$ cat config.mk
export PLATFORM = sky130hd
export DESIGN_NAME = irq_vector_ctrl
export DESIGN_NICKNAME = d
export VERILOG_FILES = /design/src/rtl/irq_vector_ctrl.sv
export SDC_FILE = /design/constraint.sdc
export NUM_CORES = 1
export LEC_CHECK = 0
export ABC_AREA = 1
export BUFFER_PORTS_ARGS = -buffer_cell sky130_fd_sc_hd__buf_2
export CORE_MARGIN = 3
export CORE_UTILIZATION = 51
export DETAILED_ROUTE_END_ITERATION = 12
export PLACE_DENSITY = 0.73
export SYNTH_ARGS = -nofsm -noshare
export SYNTH_HDL_FRONTEND = slang
export SYNTH_SLANG_ARGS = --single-unit
$ cat constraint.sdc
create_clock -name clk -period 3.7 [get_ports clk]
set_clock_uncertainty 0.2 [all_clocks]
set_input_delay 1.11 -clock clk [delete_from_list [all_inputs] [get_ports clk]]
set_output_delay 1.11 -clock clk [all_outputs]
set_load 0.05 [all_outputs]
$ cat src/rtl/irq_vector_ctrl.sv
module irq_vector_ctrl (
  input  logic       clk,
  input  logic       rst_n,
  input  logic       sel,
  input  logic       addr,
  input  logic       wr,
  input  logic       rd,
  input  logic [7:0] wdata,
  output logic [7:0] rdata,
  input  logic [7:0] irq_in,
  output logic       int_out,
  input  logic       ack,
  output logic [7:0] vec_out,
  output logic       vec_valid,
  output logic [7:0] casc_cfg,
  output logic [4:0] icw4_mode
);
  typedef enum logic [1:0] {ST_RUN, ST_BASE, ST_CASC, ST_MODE} st_t;
  st_t st;

  logic [7:0] irr, isr, imr, irq_d, base;
  logic lvl, single, need4, smm, rsel;
  logic [7:0] req, blk, req_lo, blk_lo, ack_set, eoi_clr, irr_nxt;
  logic [2:0] win;

  wire we     = sel & wr;
  wire w_init = we & ~addr & wdata[4];
  wire w_sel  = we & ~addr & ~wdata[4] & wdata[3];
  wire w_eoi  = we & ~addr & (wdata[4:3] == 2'b00);
  wire busy   = (st != ST_RUN);
  wire aeoi   = icw4_mode[1];

  assign req     = irr & ~imr;
  assign blk     = smm ? (isr & ~imr) : isr;
  assign req_lo  = req & (~req + 8'd1);
  assign blk_lo  = blk & (~blk + 8'd1);
  assign int_out = !busy && (req_lo != 8'd0) && ((blk_lo == 8'd0) || (req_lo < blk_lo));

  always_comb begin
    win = 3'd7;
    for (int i = 7; i >= 0; i--)
      if (req_lo[i]) win = 3'(i);
  end

  wire take = ack & int_out;
  assign ack_set = take ? req_lo : 8'd0;

  always_comb begin
    eoi_clr = 8'd0;
    if (w_eoi && wdata[7:5] == 3'b001) eoi_clr = isr & (~isr + 8'd1);
    else if (w_eoi && wdata[7:5] == 3'b011) eoi_clr = 8'd1 << wdata[2:0];
  end

  assign irr_nxt = (lvl ? irq_in : (irr | (irq_in & ~irq_d))) & ~ack_set;

  assign rdata = (sel & rd) ? (addr ? imr : (rsel ? isr : irr)) : 8'd0;

  always_ff @(posedge clk) begin
    if (!rst_n) begin
      st <= ST_RUN;
      irr <= '0; isr <= '0; imr <= '0; irq_d <= '0; base <= '0;
      lvl <= 1'b0; single <= 1'b1; need4 <= 1'b0; smm <= 1'b0; rsel <= 1'b0;
      casc_cfg <= '0; icw4_mode <= '0;
      vec_out <= '0; vec_valid <= 1'b0;
    end else begin
      irr <= irr_nxt;
      vec_valid <= ack;
      if (ack) vec_out <= base + {5'd0, take ? win : 3'd7};
      if (w_init) begin
        st <= ST_BASE;
        imr <= '0; isr <= '0; smm <= 1'b0; rsel <= 1'b0; irq_d <= '0;
        lvl <= wdata[3]; single <= wdata[1]; need4 <= wdata[0];
        icw4_mode <= '0;
      end else begin
        irq_d <= irq_in;
        isr <= (isr & ~eoi_clr) | (aeoi ? 8'd0 : ack_set);
        if (we && addr) begin
          case (st)
            ST_BASE: begin
              base <= wdata;
              st <= !single ? ST_CASC : (need4 ? ST_MODE : ST_RUN);
            end
            ST_CASC: begin
              casc_cfg <= wdata;
              st <= need4 ? ST_MODE : ST_RUN;
            end
            ST_MODE: begin
              icw4_mode <= wdata[4:0];
              st <= ST_RUN;
            end
            default: imr <= wdata;
          endcase
        end
        if (w_sel) begin
          if (wdata[6]) smm <= wdata[5];
          if (wdata[1]) rsel <= wdata[0];
        end
      end
    end
  end
endmodule

# Word level (Yosys, flattened, before mapping)
# Index checks and enable logic that the tools add are counted.
# op_classes
n_addsub	4
mul	0
div	0
order_cmp	1
eq_ne	5
n_shift	1
mux	22
bitwise_logic	30
reduce_logical	24
# ops
operator	n
$mux 8	9
$and 8x8->8	8
$not 8->8	7
$add 8x1->8 const B	3
$mux 3	7
$or 8x8->8	2
$reduce_and 2->1	6
$add 8x3->8	1
$and 1x1->1	8
$logic_not 8->1	1
$lt 8x8->1	1
$reduce_bool 8->1	1
$shl 1x3->8 const A	1
$pmux 2 s3	1
$reduce_and 3->1	2
$logic_and 1x1->1	5
$not 1->1	5
$eq 2x2->1 const B	2
$mux 2	2
$reduce_bool 2->1	2
$reduce_bool 4->1	1
$eq 3x1->1 const B	1
$eq 3x2->1 const B	1
$mux 1	3
other kinds (7)	7
# word_totals
regBits	69
latchBits	0
mem_bits_rw	0
mem_bits_ro	0
inputBits	23
out_inout_bits	31
word_cells	103
mem_count	0

# Longest topological paths before layout
# Gate-level depths: netlist (run 1).
# logic_depth
word_depth	14
mapped_depth	26
ltp_nobuf	26

# Least setup slack after synthesis (run 1)
# Ideal clock, no wire load.
# synth_timing
path_kind	flip-flop to flip-flop
startpoint	reg smm
endpoint	reg vec_out[7]
setup_time_ns	0.117
t_arrival_ns	3.169
t_required_ns	3.383
slack_ns	0.214
path_stages_with_launch	27
n_path_buf	0
period_less_slack_ns	3.486
path_cell_list	dfxtp_1 -> inv_2 -> o21ai_2 -> nand2_2 -> clkinv_2 -> nand2_2 -> nor2_4 -> nand3b_1 -> ha_1 -> a21oi_1 -> nor2_1 -> a211oi_1 -> nand2_1 -> nand2_4 -> nand2_1 -> nor2_1 -> nand2_1 -> ha_1 -> nand2_1 -> nand2_1 -> a31oi_1 -> nor3_1 -> nand3_1 -> a21oi_1 -> o21ai_0 -> o211ai_1 -> inv_1
# synth_via
elab_chain_cells	10
word_cells_on_any_way	11
cone_classes	add/sub (2); order compare (1); mux (2); bitwise (3); reduce/logical (3)
# synth_rtl
element	line	text
from (decl)	22	logic lvl, single, need4, smm, rsel;
from (signal assigned)	95	if (wdata[6]) smm <= wdata[5];
$mux 8 *	34	assign blk = smm ? (isr & ~imr) : isr;
$not 8->8	36	assign blk_lo = blk & (~blk + 8'd1);
$add 8x1->8	36	
$and 8x8->8 *	36	
$lt 8x8->1 or $logic_not 8->1 (tied branches)	37	assign int_out = !busy && (req_lo != 8'd0) && ((blk_lo == 8'd0) || (req_lo < blk_lo));
$logic_or 1x1->1 *	37	
$logic_and 1x1->1 *	37	
$and 1x1->1 *	45	wire take = ack & int_out;
$mux 3 *	68	if (ack) vec_out <= base + {5'd0, take ? win : 3'd7};
$add 8x3->8 *	68	
to (signal assigned)	68	
to (decl)	13	output logic [7:0] vec_out,
# Mark *: on every way between the ends. The rest lies on a longest branch, timed or not.
# A chain may end at the register's enable or synchronous reset.

# Worst setup path after layout (run 1)
# layout_timing
startpoint	reg smm
endpoint	out int_out
# layout_via
elab_chain_cells	7
word_cells_on_any_way	8
cone_classes	add/sub (1); order compare (1); mux (1); bitwise (2); reduce/logical (3)
# layout_rtl
element	line	text
$mux 8 *	34	
$not 8->8	36	
$add 8x1->8	36	
$and 8x8->8 *	36	
$lt 8x8->1 or $logic_not 8->1 (tied branches)	37	
$logic_or 1x1->1 *	37	
$logic_and 1x1->1 *	37	
to (decl)	11	output logic int_out,
# Marked as above.

==> results.toml, run 1 <==
[outcome]
status = "finished with violations"
violations = "setup timing"

[setup_path]
crit_arrival_ns = 2.45
crit_top_cell = "nand2_4"
cp_max_fo = 5
slowest_stage = "dfxtp_4"
crit_chain = "inv_6 -> o21ai_4 -> nand2_2 -> clkinv_2 -> nand2_4 -> nor2_4 -> nand3b_1 -> ha_4 -> a21oi_2 -> nor2_1 -> a211oi_2 -> nand2_1 -> nand2_4 -> nand2_4 -> inv_2 -> buf_8"
required_ns = 2.39
path_class = "register to output port"
max_stage_delay_ns = 0.38
path_buf_inv = 4
cp_top_family = "simple AND/OR/NAND/NOR gates"
startpoint_type = "register"
end_kind = "output port"

[clock_network]
cts_buffer_depth = 2
holdBufCountCts = 0
clk_latency_ns = 0.35
cts_buffers = 9
clock_sinks = 69
clockRootBuffer = "clkbuf_8"
cts-htree-levels = 3
clk_pin_slew_worst_paths_ns = 0.08
cts_tree = "built"

[die]
fp-row-count = 29
die_h_um = 89.9
io_pins = 54
coreArea_um2 = 6570
initial_core_util = 0.547
die_area_um2 = 8080
dieWidth_um = 89.9

[hold_path]
hold_path_class = "register to register"

[finish]
final_cell_area_um2 = 4400
diodes = 0
fin_cells = 681
final_nets = 617
layout-drive-gt1-share = 0.228
syn2layout_area_growth_pct = 22.5

[synthesis]
ys_seq_elements = 69
synth.distinct_cells = 40
synthFlopType = "dfxtp_1"
avgSynthCellArea_um2 = 6.98
ys_async_sr_fraction = 0
ys_warn_count = 0
syn_nets = 548
synth_edf_count = 0
syn_area_um2 = 3590
postSynthCellCount = 514
ys_seq_area_frac = 0.385

[pwr]
leakage_nw = 2.17
irDropWorstVdd_uv = 305
power_density_nw_per_um2 = 436

[timing]
fin_crit_sh = 1.02
clock.fmax_mhz = 266
slew_viol_final = 0
fin_ws_ns = -0.0628
fin_setup_tns_ns = -0.0628
tightestPinTransition_ns = 0.495
min_period_ns = 3.76
rsz0062_at_grt = "yes"
setup_viol = 1
finalHoldViolCount = 0
max-slew-margin-rel = 0.670

[global_route]
antenna_found_initial = 0
grt_pass1_wl_um = 15400
grt_pass1_vias = 3163
grt_start_max_net_pins = 34
grt.total_usage = 0.238
overflow = 0

[detailed_routing]
drc_errors = 0
first_pass_iters = 5
avgViaCountPerCell = 5.35
wire_per_inst_um = 14.6
vias = 3644
ant_nets = 0
wl_um = 9950
dr.first_iter.drc_count = 302

[place]
dp.cells = 660
place_congestion = 0.905
dp_hpwl_um = 7440
portBuffers = 53
placed_area_um2 = 4020

[run]
cap_violations = 0
## registers in the layout, summed over array words and instances, names as in the netlist
name	count
casc_cfg	8
imr	8
isr	8
smm	1
irr	8
st	2
single	1
lvl	1
vec_valid	1
rsel	1
icw4_mode	5
need4	1
irq_d	8
base	8
vec_out	8
## synthesized netlist by cell type (8+ instances only)
master,instances,share of area
nor3_1,12,0.017
o21ai_1,11,0.015
dfxtp_1,69,0.38
clkbuf_1,10,0.010
ha_1,10,0.035
o211ai_1,10,0.021
nand2_1,53,0.055
o21ai_0,49,0.068
nand3_1,8,0.011
inv_1,84,0.088
a21oi_1,54,0.075
nand4_1,14,0.024
nor2_1,71,0.074
inv_2,10,0.010
## cell usage in the layout, fill, tap and decap left out, drive strengths merged, types with 2 or more instances in the layout
cell / count
inv: 95
nor2: 77
buf: 74
dfxtp: 69
o21ai: 62
nand2: 58
a21oi: 54
nor3: 16
nand4: 14
o211ai: 10
clkbuf: 10
ha: 10
nand3: 9
xor2: 4
nor4: 3
a31oi: 3
clkinv: 3
o31ai: 2
bufinv: 2
a211oi: 2
## layer usage
layer  wire length, um  up-vias  track usage
met5                 0        -            0
met4               238        0       0.0944
met3               699       22       0.0484
met2              4550      135        0.371
met1              4470     1658        0.324
li1                  -     1829            -
## final timing paths
check / startpoint / end / slack [ns] / cells after the start
worst max-delay path: smm / int_out / -0.06 / 16
worst min-delay path: vec_out[7] / vec_out[7] / 0.29 / 2
worst max register to register: smm / vec_out[6] / 0.13 / 24
worst min register to register: vec_out[7] / vec_out[7] / 0.29 / 2
## final cells by class
type,count,area (um^2)
Clock buffer,10,138
Clock inverter,6,93.8
Fill cell,590,2170
Inverter,95,363
Multi-Input combinational cell,334,1870
Sequential cell,69,1390
Tap cell,93,116
Timing Repair Buffer,74,433
## report_power, final
group          leakage (nW)  internal (mW)  switching, mW
clock network         0.113          0.402          0.304
logic                  1.49          0.149          0.268
registers             0.565          0.774         0.0213
## through the flow
step | setup WS, ns | total power, mW | util | hold slack [ns]
global placement | 0.125 | 1.17 | 0.612 | 0.270
detailed placement | -0.0720 | 1.18 | 0.612 | 0.265
global route | -0.218 | 2.00 | 0.670 | 0.315
CTS | -0.0847 | 1.89 | 0.651 | 0.288
finish | -0.0628 | 1.92 | 0.670 | 0.286
floorplan | 0.214 | 1.06 | - | 0.251
## cell families after synthesis
family                     Yosys count  synth area share
xor gates and xnor gates             4           0.00976
adders and majority gates           11            0.0404
buffers and inverters              111             0.120
and+or+nand+nor                    180             0.232
DFF                                 69             0.385
AOI/OAI and AO/OA                  139             0.213
## timing repair
action,CTS,global route
setup endpoints to repair,4,8
gates cloned,0,0
gates resized for setup,4,20
setup buffers,2,3
pin swaps,2,4
## worst register-to-register path, cell delays in order, from the launching register on
cell and delay, ns:
dfxtp_4 0.38, inv_6 0.05, o21ai_4 0.15, nand2_2 0.07
clkinv_2 0.07, nand2_4 0.05, nor2_4 0.13, nand3b_1 0.15
ha_4 0.28, a21oi_2 0.11, nor2_1 0.07, a211oi_2 0.15
nand2_1 0.11, nand2_4 0.08, nand2_4 0.05, nor2_2 0.13
o41ai_1 0.10, ha_1 0.23, fa_1 0.41, nand2_1 0.08
a21oi_1 0.08, nand3_1 0.09, nor2_1 0.05, o221ai_1 0.15
inv_1 0.06
No activity file was read; power rests on OpenSTA's default activity.
==> inputs of run 2 (changes only) <==
MAX_ROUTING_LAYER = met4   (was not set)
==> run 2 against run 1 <==
Effect of this change:
- the flow still finishes with violations (setup timing)
- sequential power barely moved
- worst setup slack gained 0.046 ns
- global-route usage up 1.6 points
- wire length rose by 1.5%
- via count is 0.33% higher
- first-iteration DRC count fell by 5.0%
==> results.toml, run 2 (same netlist as run 1, synthesis figures left out) <==
[setup_path]
rrSetupSlack_ns = 0.14
rr_endpoint = "vec_out[7]"
path_buf_inv = 4
rr_worst_depth = 26
crit_chain = "inv_4 -> o21ai_4 -> nand2_2 -> inv_4 -> nand2_4 -> nor2_4 -> nand4_1 -> ha_1 -> nand2_1 -> nor2_1 -> a211oi_1 -> nand2_1 -> nand2_4 -> nand2_4 -> inv_2 -> buf_8"
end_kind = "output port"
path_class = "register to output port"
crit_arrival_ns = 2.41
cp_top_family = "simple AND/OR/NAND/NOR gates"
crit_top_cell = "nand2_4"
startpoint_type = "register"
cp_max_fo = 5
regToRegStartpoint = "smm"
slowest_stage = "dfxtp_4"
required_ns = 2.39
max_stage_delay_ns = 0.37

[global_route]
grt.total_usage = 0.254
grt_pass1_vias = 3308
grt_start_max_net_pins = 34
antenna_found_initial = 0
grt_pass1_wl_um = 16200
overflow = 0

[clock_network]
clk_latency_ns = 0.36
cts_tree = "built"
clk_pin_slew_worst_paths_ns = 0.07
cts_buffer_depth = 2
holdBufCountCts = 0
clock_sinks = 69
clockRootBuffer = "clkbuf_8"
cts-htree-levels = 3
cts_buffers = 9

[timing]
tightestPinTransition_ns = 0.514
max-slew-margin-rel = 0.657
fin_crit_sh = 1.00
fin_ws_ns = -0.0172
setup_viol = 1
clock.fmax_mhz = 269
rsz0062_at_grt = "yes"
min_period_ns = 3.72
slew_viol_final = 0
hold_slack_ns = 0.284
finalHoldViolCount = 0

[detailed_routing]
avgViaCountPerCell = 5.39
wl_um = 10100
dr.first_iter.drc_count = 287
wire_per_inst_um = 14.9
ant_nets = 0
vias = 3656
first_pass_iters = 5
drc_errors = 0

[finish]
layout-drive-gt1-share = 0.234
final_nets = 615
layout_commonest_cell = "inv_1"
diodes = 0
syn2layout_area_growth_pct = 22.5
layout_common_cells = "82 x inv_1, 68 x nor2_1, 67 x dfxtp_1"

[pwr]
power_mw = 1.91
switching_share = 0.303
irDropWorstVdd_uv = 273
combPwrFrac = 0.214
leakage_nw = 2.16
internal-power_mw = 1.33
power_density_nw_per_um2 = 434
clkPwrFrac = 0.368
seq_power_share = 0.418
switching_power_mw = 0.578

[run]
cap_violations = 0

[die]
io_pins = 54
die_area_um2 = 8080
fp-row-count = 29
coreArea_um2 = 6570
die_h_um = 89.9
initial_core_util = 0.547
dieWidth_um = 89.9

[hold_path]
min_delay_path_depth = 2
hold_path_class = "register to register"
min-delay-start = "vec_out[7]"
holdPathEnd = "vec_out[7]"

[place]
dp_hpwl_um = 7390
portBuffers = 53
place_congestion = 0.937

[outcome]
violations = "setup timing"
status = "finished with violations"
## run 2: worst reg2reg max path, delay by kind of cell (launching register included)
| family | cells | cell delay, ns |
|---|---|---|
| AO/OA/AOI/OAI | 6 | 0.65 |
| adder cells (fa/ha/maj) | 2 | 0.64 |
| buffers and inverters | 3 | 0.18 |
| flip-flops | 1 | 0.37 |
| AND/OR/NAND/NOR | 15 | 1.43 |
## run 2: power by group through the flow
stage,logic [mW],registers (mW),clock network (mW)
after floorplan,0.231,0.831,0
after global placement,0.359,0.813,0
after detailed placement,0.364,0.813,0
after CTS,0.379,0.796,0.708
after global routing,0.450,0.800,0.734
final,0.410,0.798,0.702
## run 2: through the flow
stage                     setup TNS, ns  cell area, um^2  utilization  worst slack [ns]  std cells
after detailed placement        -0.0342             4010        0.611           -0.0342        659
final                           -0.0172             4400        0.670           -0.0172        678
after global placement                0             4010        0.611             0.121        659
after CTS                       -0.0447             4250        0.647           -0.0447        674
after floorplan                       0             3590            -             0.214        514
after global routing             -0.295             4400        0.670            -0.149        678
## run 2: repair_timing
action / in CTS / in global routing
endpoints found under the setup margin: 2 / 7
buffers inserted: 0 / 4
gates resized for setup: 6 / 26
gates cloned: 0 / 0
pin swaps: 0 / 7
## run 2: per-layer routing
metal  share of wire  track usage
met1            0.46        0.345
met4           0.013       0.0714
met5               0            -
met3           0.077       0.0442
met2            0.45        0.392
## run 2: area by class of cell
type | instances | area (um^2)
clock buffers | 12 | 155
clock inverters | 3 | 68.8
fillers | 572 | 2170
inverters | 95 | 364
multi-input cells | 334 | 1890
flip-flops and latches | 69 | 1390
well taps | 93 | 116
repair buffers | 72 | 418
## run 2: worst max path at each step
stage | from | end | slack, ns | cells past startpoint
2_1_floorplan | smm | vec_out[7] | 0.21 | 26
5_1_grt | imr[1] | int_out | -0.15 | 16
3_5_place_dp | smm | vec_out[7] | -0.03 | 24
6_report | smm | int_out | -0.02 | 16
3_3_place_gp | smm | vec_out[7] | 0.12 | 26
4_1_cts | smm | int_out | -0.04 | 16
==> inputs of run 3 (changes only) <==
CORE_UTILIZATION = 53   (was 51)
CTS_BUF_LIST = sky130_fd_sc_hd__clkbuf_8   (was not set)
GPL_ROUTABILITY_DRIVEN = 0   (was not set)
PLACE_DENSITY = 0.76   (was 0.73)
TNS_END_PERCENT = 100   (was not set)
==> run 3 against run 2 <==
Effect of this change:
- the flow still finishes with violations (setup timing)
- combinational power decreased by 5.6%
- die area decreased by 3.5%
- clock power decreased by 0.9%
- sequential share of layout area increased by 0.83 points
- fmax decreased by 1.5%
- register-to-register slack got worse by 0.08 ns
- via count decreased by 0.30%
- cell count decreased by 2.9%
- critical path depth unchanged
- design area decreased by 2.6%
- hold slack improved by 0.011 ns
- critical path type unchanged
- critical endpoint unchanged
==> results.toml, run 3 (same netlist as run 1, synthesis figures left out) <==
[outcome]
status = "finished with violations"
violations = "setup timing"

[die]
die_area_um2 = 7800
dieWidth_um = 88.3
initial_core_util = 0.556
coreArea_um2 = 6460
io_pins = 54
fp-row-count = 29
die_h_um = 88.3

[setup_path]
regToRegStartpoint = "smm"
rrSetupSlack_ns = 0.06
startpoint_type = "register"
end_kind = "output port"
crit_chain = "inv_2 -> o21ai_2 -> nand2_2 -> clkinv_2 -> nand2_2 -> nor2_4 -> nand3b_1 -> ha_4 -> a21oi_2 -> nor2_1 -> a211oi_2 -> nand2_1 -> nand2_4 -> nand2_1 -> inv_1 -> buf_6"
required_ns = 2.39
rr_endpoint = "vec_out[6]"
path_class = "register to output port"
slowest_stage = "dfxtp_4"
max_stage_delay_ns = 0.37
cp_max_fo = 5
rr_worst_depth = 24
crit_arrival_ns = 2.46

[timing]
finalHoldViolCount = 0
setup_viol = 1
slew_viol_final = 0
max-slew-margin-rel = 0.658
tightestPinTransition_ns = 0.513
fin_crit_sh = 1.02
fin_ws_ns = -0.0724
min_period_ns = 3.77
rsz0062_at_grt = "yes"
clock.fmax_mhz = 265

[finish]
layout_commonest_cell = "inv_1"
diodes = 0
layout-drive-gt1-share = 0.213
syn2layout_area_growth_pct = 19.3
final_cell_area_um2 = 4280
fin_cells = 658
layout_common_cells = "85 x inv_1, 69 x nor2_1, 68 x dfxtp_1"
fill_cells = 594
final_nets = 610

[pwr]
leakage_nw = 2.13
power_density_nw_per_um2 = 439
irDropWorstVdd_uv = 401

[detailed_routing]
ant_nets = 0
dr.first_iter.drc_count = 329
wl_met1_um = 4280
met2WireLength_um = 4420
wl_um = 9690
vias = 3645
top_layer = "met4"
dr_wl_met3_um = 735
first_pass_iters = 6
wire_per_inst_um = 14.7
drc_errors = 0
avgViaCountPerCell = 5.54

[hold_path]
hold_path_class = "register to register"
min-delay-start = "vec_out[1]"
min_delay_path_depth = 2
holdPathEnd = "vec_out[1]"

[place]
dp_hpwl_um = 7260
dp.cells = 642
portBuffers = 53
placed_area_um2 = 3980

[run]
cap_violations = 0

[global_route]
grt_start_max_net_pins = 34
grt.total_usage = 0.265
antenna_found_initial = 0
grt_pass1_vias = 3258
grt_pass1_wl_um = 15300
overflow = 0

[clock_network]
clock_sinks = 69
cts_buffers = 9
cts_buffer_depth = 2
clk_pin_slew_worst_paths_ns = 0.08
clockRootBuffer = "clkbuf_8"
post_cts_buffers = 0
cts-htree-levels = 3
clk_latency_ns = 0.35
cts_tree = "built"
holdBufCountCts = 0
## run 3: cell count changes in the layout (fill, tap and decap cells not counted), sizes merged
cell | previous run | this run
buf | 72 | 67
clkbuf | 12 | 10
clkinv | 1 | 3
inv | 95 | 96
## run 3: what timing repair did
| item | CTS | global route |
|---|---|---|
| gates cloned | 0 | 0 |
| endpoints found under the setup margin | 3 | 7 |
| gates resized for setup | 6 | 10 |
| endpoints found under the hold margin | 0 | 0 |
## run 3: worst max path at each step
stage	start	to	depth (start not counted)
floorplan	smm	vec_out[7]	26
global placement	smm	vec_out[7]	26
detailed placement	smm	vec_out[6]	24
CTS	smm	int_out	16
global route	smm	int_out	16
finish	smm	int_out	16
## run 3: layout make-up
cell class	count	area [um^2]	area share
tap	77	96.3	0.0225
sequential	69	1390	0.323
inverter	95	358	0.0836
multi-input combinational	334	1840	0.430
clock inverter	6	86.3	0.0202
timing repair buffer	67	377	0.0880
clock buffer	10	138	0.0321
## run 3: per-stage QoR
stage	TNS (ns)	hold slack, ns	total power, mW	setup WS, ns	util
global route	-0.974	0.318	1.96	-0.221	0.663
detailed placement	-0.0350	0.277	1.18	-0.0314	0.617
finish	-0.0724	0.295	1.88	-0.0724	0.663
floorplan	0	0.251	1.06	0.214	-
CTS	-0.0748	0.296	1.88	-0.0748	0.657
global placement	0	0.270	1.17	0.134	0.617
## run 3: worst max-delay path: cells and delay by family, from the launching register on
family,cells,cell delay (ns)
flops,1,0.37
fa+ha+maj,1,0.25
buf+inv,4,0.35
simple gates,8,0.71
compound gates,3,0.43
## run 3: per-layer routing
| metal | global-route usage | vias to the layer above |
|---|---|---|
| li1 | - | 1817 |
| met1 | 0.342 | 1644 |
| met2 | 0.409 | 154 |
| met3 | 0.0559 | 30 |
| met4 | 0.0975 | 0 |
| met5 | - | - |
## run 3: power by group
part | internal, mW | total [mW] | switching (mW)
Combinational | 0.130 | 0.387 | 0.257
Clock | 0.398 | 0.696 | 0.298
Sequential | 0.774 | 0.796 | 0.0225
Total | 1.30 | 1.88 | 0.577
